File: config.mk
export PLATFORM = sky130hd
export DESIGN_NAME = burst_col_seq
export DESIGN_NICKNAME = d
export VERILOG_FILES = /design/src/rtl/burst_col_seq_pkg.sv /design/src/rtl/burst_ctl.sv /design/src/rtl/col_order_unit.sv /design/src/rtl/burst_col_seq.sv
export SDC_FILE = /design/constraint.sdc
export NUM_CORES = 1
export LEC_CHECK = 0
export CAP_MARGIN = 20
export CORE_MARGIN = 2
export CORE_UTILIZATION = 49
export CTS_CLUSTER_DIAMETER = 60
export DETAILED_ROUTE_END_ITERATION = 16
export PLACE_DENSITY_LB_ADDON = 0.12
export SYNTH_ARGS = -nofsm -noshare
export SYNTH_HDL_FRONTEND = slang
export SYNTH_SLANG_ARGS = --single-unit
File: constraint.sdc
create_clock -name clk -period 2.1 [get_ports clk]
set_input_delay 0.315 -clock clk [delete_from_list [all_inputs] [get_ports clk]]
set_output_delay 0.315 -clock clk [all_outputs]
set_load 0.005 [all_outputs]
File: src/rtl/burst_col_seq_pkg.sv
package burst_col_seq_pkg;

    localparam int unsigned WIN_MAX = 3;   // window bits for the longest burst

    typedef enum logic {
        ORD_WRAP = 1'b0,
        ORD_XOR  = 1'b1
    } order_e;

    function automatic logic [WIN_MAX-1:0] win_mask(input logic len8);
        return len8 ? 3'b111 : 3'b011;
    endfunction

endpackage

File: src/rtl/burst_ctl.sv
module burst_ctl
    import burst_col_seq_pkg::*;
#(
    parameter int unsigned COL_W = 10
) (
    input  logic               clk,
    input  logic               rst_n,
    input  logic               start_i,
    input  logic [COL_W-1:0]   start_col_i,
    input  logic               len8_i,
    input  logic               ilv_i,
    output logic               active_o,
    output logic               final_o,
    output logic [WIN_MAX-1:0] beat_o,
    output logic [COL_W-1:0]   base_o,
    output logic               len8_o,
    output order_e             order_o
);

    typedef struct packed {
        logic               active;
        logic [WIN_MAX-1:0] beat;
        logic               len8;
        order_e             order;
        logic [COL_W-1:0]   base;
    } ctl_t;

    ctl_t st_d, st_q;
    logic last_beat;
    logic accept;

    always_comb begin
        last_beat = st_q.active && (st_q.beat == (st_q.len8 ? 3'd7 : 3'd3));
        accept    = start_i && (!st_q.active || last_beat);
        st_d      = st_q;
        if (accept) begin
            st_d.active = 1'b1;
            st_d.beat   = '0;
            st_d.len8   = len8_i;
            st_d.order  = order_e'(ilv_i);
            st_d.base   = start_col_i;
        end else if (st_q.active) begin
            if (last_beat) begin
                st_d.active = 1'b0;
            end else begin
                st_d.beat = st_q.beat + 3'd1;
            end
        end
    end

    always_ff @(posedge clk or negedge rst_n) begin
        if (!rst_n) begin
            st_q <= '{active: 1'b0, beat: '0, len8: 1'b0, order: ORD_WRAP, base: '0};
        end else begin
            st_q <= st_d;
        end
    end

    assign active_o = st_q.active;
    assign final_o  = last_beat;
    assign beat_o   = st_q.beat;
    assign base_o   = st_q.base;
    assign len8_o   = st_q.len8;
    assign order_o  = st_q.order;

endmodule

File: src/rtl/col_order_unit.sv
module col_order_unit
    import burst_col_seq_pkg::*;
#(
    parameter int unsigned COL_W = 10
) (
    input  logic [COL_W-1:0]   base_i,
    input  logic [WIN_MAX-1:0] beat_i,
    input  logic               len8_i,
    input  order_e             order_i,
    output logic [COL_W-1:0]   col_o
);

    logic [WIN_MAX-1:0] mask;
    logic [WIN_MAX-1:0] wrapped;
    logic [WIN_MAX-1:0] xored;
    logic [WIN_MAX-1:0] perm;

    always_comb begin
        mask    = win_mask(len8_i);
        wrapped = base_i[WIN_MAX-1:0] + beat_i;
        xored   = base_i[WIN_MAX-1:0] ^ beat_i;
        perm    = (order_i == ORD_XOR) ? xored : wrapped;
    end

    for (genvar g = 0; g < COL_W; g++) begin : g_bit
        if (g < WIN_MAX) begin : g_win
            assign col_o[g] = mask[g] ? perm[g] : base_i[g];
        end else begin : g_pass
            assign col_o[g] = base_i[g];
        end
    end

endmodule

File: src/rtl/burst_col_seq.sv
module burst_col_seq
    import burst_col_seq_pkg::*;
#(
    parameter int unsigned COL_W = 10
) (
    input  logic             clk,
    input  logic             rst_n,
    input  logic             start_i,
    input  logic [COL_W-1:0] start_col_i,
    input  logic             len8_i,
    input  logic             ilv_i,
    output logic [COL_W-1:0] col_o,
    output logic             valid_o,
    output logic             last_o
);

    logic               active_q;
    logic               final_q;
    logic [WIN_MAX-1:0] beat_q;
    logic [COL_W-1:0]   base_q;
    logic               len8_q;
    order_e             order_q;

    burst_ctl #(.COL_W(COL_W)) ctl_i (
        .clk         (clk),
        .rst_n       (rst_n),
        .start_i     (start_i),
        .start_col_i (start_col_i),
        .len8_i      (len8_i),
        .ilv_i       (ilv_i),
        .active_o    (active_q),
        .final_o     (final_q),
        .beat_o      (beat_q),
        .base_o      (base_q),
        .len8_o      (len8_q),
        .order_o     (order_q)
    );

    col_order_unit #(.COL_W(COL_W)) ord_i (
        .base_i  (base_q),
        .beat_i  (beat_q),
        .len8_i  (len8_q),
        .order_i (order_q),
        .col_o   (col_o)
    );

    assign valid_o = active_q;
    assign last_o  = final_q;

endmodule

==> run_summary.xml <==
<?xml version="1.0" encoding="UTF-8"?>
<metrics>
  <group name="outcome">
    <metric name="status" unit="">finished with violations</metric>
    <metric name="failed_checks" unit="">negative setup slack</metric>
  </group>
  <group name="setup_path">
    <metric name="rrSetupSlack" unit="ps">500</metric>
    <metric name="worst_setup_path_start_kind" unit="">register</metric>
    <metric name="setup.worst_path.class" unit="">register to primary output</metric>
    <metric name="crit_path_end_kind" unit="">primary output</metric>
    <metric name="timing.critical_path.required" unit="ps">1780</metric>
    <metric name="r2r_cells" unit="">6</metric>
    <metric name="path_max_fanout" unit="">2</metric>
    <metric name="crit-reg2reg-launch" unit="">ctl_i.beat_o[0]$_DFFE_PN0P_</metric>
    <metric name="worstPathArrival" unit="ps">1790</metric>
    <metric name="worstSetupStartpoint" unit="">ctl_i.beat_o[0]$_DFFE_PN0P_</metric>
  </group>
  <group name="synthesis">
    <metric name="number_of_enable_flip_flop_cells_after_synthesis" unit="">0</metric>
    <metric name="synth-seq-cells" unit="">16</metric>
    <metric name="synth_area_leaders" unit="">dfrtp_1 (35%), a221oi_1 (8.4%), o211ai_1 (7.2%)</metric>
    <metric name="ys_seq_area_share" unit="%">34.8</metric>
    <metric name="syn-cell-area" unit="um2">1150</metric>
    <metric name="synthesis.nets" unit="">143</metric>
    <metric name="yosys_warnings" unit="">0</metric>
    <metric name="synth_top_cell_area_share" unit="%">34.8</metric>
    <metric name="ys_types" unit="">34</metric>
    <metric name="synth.avg_cell_area" unit="um2">9.27</metric>
    <metric name="synth-main-ff-cell" unit="">dfrtp_1</metric>
    <metric name="ys_async_sr_fraction" unit="%">100</metric>
    <metric name="synth_top_cell_by_area" unit="">dfrtp_1</metric>
    <metric name="synthCells" unit="">124</metric>
  </group>
  <group name="clock_network">
    <metric name="ctsHtreeMaxLevel" unit="">1</metric>
    <metric name="clock_tree_root_buffer_cell" unit="">clkbuf_4</metric>
    <metric name="cts_post_setup_buffers_inserted" unit="">0</metric>
    <metric name="tritoncts_clock_tree" unit="">yes</metric>
    <metric name="hold_buffer_count_at_cts" unit="">0</metric>
    <metric name="worstSkewPairLatency" unit="ps">280</metric>
    <metric name="clkSinkCount" unit="">16</metric>
    <metric name="cts_made_buffers" unit="">3</metric>
    <metric name="clock_path_buffers" unit="">2</metric>
    <metric name="clkSlewWorstSetupHoldPaths" unit="ps">90</metric>
  </group>
  <group name="routing">
    <metric name="drt-pass1-iter-count" unit="">4</metric>
    <metric name="ant_nets" unit="">0</metric>
    <metric name="drt-total-wl" unit="mm">2.72</metric>
    <metric name="detailroute.via_count" unit="">1029</metric>
    <metric name="residual_drc" unit="">0</metric>
    <metric name="routed_via_density" unit="">5.95</metric>
    <metric name="route.detailed.wl_per_inst" unit="um">15.7</metric>
    <metric name="drt-initial-drc-count" unit="">10</metric>
  </group>
  <group name="timing">
    <metric name="finalWorstSetupSlack" unit="ps">-1.86</metric>
    <metric name="timing.hold.ws" unit="ps">341</metric>
    <metric name="timing_worst_slew_pin_value" unit="ps">436</metric>
    <metric name="finalHoldViolations" unit="">0</metric>
    <metric name="slew_violations" unit="">0</metric>
    <metric name="timing.slew.headroom" unit="%">70.8</metric>
    <metric name="setup_viol_count_final" unit="">1</metric>
    <metric name="layout_min_cycle_time" unit="ps">2100</metric>
    <metric name="fin_skew" unit="ps">0.795</metric>
    <metric name="fin_crit_sh" unit="%">100</metric>
    <metric name="fmax" unit="MHz">476</metric>
    <metric name="unrepaired_setup_endpoints_after_global_routing" unit="">yes</metric>
  </group>
  <group name="power">
    <metric name="powerDensity" unit="nW/um2">1370</metric>
    <metric name="vdd.ir_drop.worst" unit="uV">893</metric>
    <metric name="power.static_leakage" unit="nW">0.602</metric>
  </group>
  <group name="grt">
    <metric name="globalRoute.totalOverflow" unit="">0</metric>
    <metric name="grt_use_total" unit="%">22.0</metric>
    <metric name="first_global_vias" unit="">994</metric>
    <metric name="grt_start_max_net_pins" unit="">25</metric>
    <metric name="grt_antenna_before_repair" unit="">0</metric>
    <metric name="grt_pass1_wl" unit="mm">4.46</metric>
  </group>
  <group name="run">
    <metric name="maxCapViolCount" unit="">0</metric>
  </group>
  <group name="floorplan">
    <metric name="die_w" unit="um">52.4</metric>
    <metric name="start_util" unit="%">52.0</metric>
    <metric name="dieArea" unit="um2">2750</metric>
    <metric name="coreArea" unit="um2">2210</metric>
    <metric name="placementRows" unit="">17</metric>
    <metric name="dieHeight" unit="um">52.4</metric>
    <metric name="ios" unit="">27</metric>
  </group>
  <group name="layout">
    <metric name="area_growth_syn_to_layout" unit="%">25.8</metric>
    <metric name="fill_cells" unit="">201</metric>
    <metric name="n_antenna_cell" unit="">0</metric>
    <metric name="nets" unit="">166</metric>
    <metric name="drive_above_1_share" unit="%">17.2</metric>
    <metric name="fin_util" unit="%">65.4</metric>
  </group>
  <group name="place">
    <metric name="place_worst_setup_slack" unit="ps">-174</metric>
    <metric name="detailedPlacementHpwl" unit="mm">1.91</metric>
    <metric name="gpl.final_weighted_congestion" unit="">0.770</metric>
    <metric name="place.port_buffers" unit="">26</metric>
  </group>
  <group name="worst_hold_path">
    <metric name="hp-class" unit="">input pin to asynchronous set/reset pin</metric>
  </group>
</metrics>
## worst paths after layout
path                                               end
setup / recovery                              col_o[2]
hold / removal               ctl_i.order_o$_DFFE_PN0P_
setup reg to reg           ctl_i.base_o[1]$_DFFE_PN0P_
hold reg to reg            ctl_i.base_o[4]$_DFFE_PN0P_
max in group asynchronous  ctl_i.base_o[3]$_DFFE_PN0P_
min in group clk           ctl_i.base_o[4]$_DFFE_PN0P_
## layout by cell type (no fill, tap or decap)
cell             count
a221oi_1            11
nor2b_4              1
inv_1                7
and3_1               1
mux2i_1              2
o31ai_1              1
a22o_1               1
ha_1                 2
o21ai_0              2
buf_4               12
nand4_1             11
o211ai_1            11
ha_4                 1
xnor2_1              1
fa_2                 1
o21ai_2              1
a21o_1               1
clkdlybuf4s50_1     24
clkbuf_4             3
nand2_1             11
or2_2                1
nor2_1               1
a32oi_1              1
clkbuf_2             1
buf_2                1
xnor2_2              1
o21a_1               1
a21oi_2              1
and3b_1              1
dfrtp_1             16
a311o_1              1
nor2b_1             11
mux2_1               1
o311ai_0             1
nor3_2               1
## final cells by class
| cell class | count | area (um2) | share of cell area [%] |
|---|---|---|---|
| clock buffers | 3 | 22.5 | 1.56 |
| inverters | 7 | 26.3 | 1.82 |
| multi-input cells | 81 | 622 | 43.0 |
| flip-flops and latches | 16 | 400 | 27.7 |
| well taps | 28 | 35.0 | 2.42 |
| repair buffers | 38 | 340 | 23.5 |
## cells by family (layout without fill, tap and decap cells)
group                      after synthesis  in the layout  share of synthesized area, %
buffers and inverters                   27             48                          13.2
AOI/OAI and AO/OA                       33             33                          22.7
muxes                                    3              3                          2.72
DFF                                     16             16                          34.8
adders and majority gates                4              4                          5.01
xor gates and xnor gates                 2              2                          2.18
and+or+nand+nor                         39             39                          19.4
## registers in the layout (all words and copies together) (netlist names)
register and flops:
ctl_i.base_o 10, ctl_i.order_o 1, ctl_i.active_o 1, ctl_i.beat_o 3
ctl_i.len8_o 1
## worst max-delay path: stages, from the launching register on
cell and delay [ps]:
dfrtp_1 360, ha_1 140, inv_1 50, fa_2 370, o21a_1 190, o21ai_2 120, xnor2_1 140, buf_2 140
## where the power goes
group	total, W	internal [W]	switching (W)	leakage [nW]
clock network	0.000157	0.0000665	0.0000902	0.0138
registers	0.000542	0.000419	0.000123	0.161
logic	0.00129	0.000652	0.000638	0.427
total	0.00199	0.00114	0.000851	0.602
## per-stage QoR
stage               total power, W  setup TNS [ps]  instance area [um2]  instances
global placement           0.00178            -165                 1410        170
finish                     0.00199           -1.86                 1450        173
global route               0.00216           -98.5                 1450        173
detailed placement         0.00182            -174                 1410        170
floorplan                  0.00139               0                 1150        124
CTS                        0.00197           -86.9                 1440        173
## synthesized netlist by cell type (all sizes together), types with 2 or more instances
cell type,count
o211ai,11
buf,17
nand4,11
inv,7
a221oi,11
ha,3
mux2i,2
nand2,11
xnor2,2
dfrtp,16
clkbuf,3
o21ai,3
nor2b,12
## layer usage
metal  global-route usage (%)  wire, um
met1                     29.0      1250
met2                     36.7      1350
met3                     6.00       114
met4                     3.42        13
met5                        0         0
## repair_timing
action	CTS	global route
pin swaps	1	2
setup endpoints to repair	3	3
cloned	0	0
hold endpoints to repair	0	0
resized for setup	7	6
(Power assumes the default switching activity.)
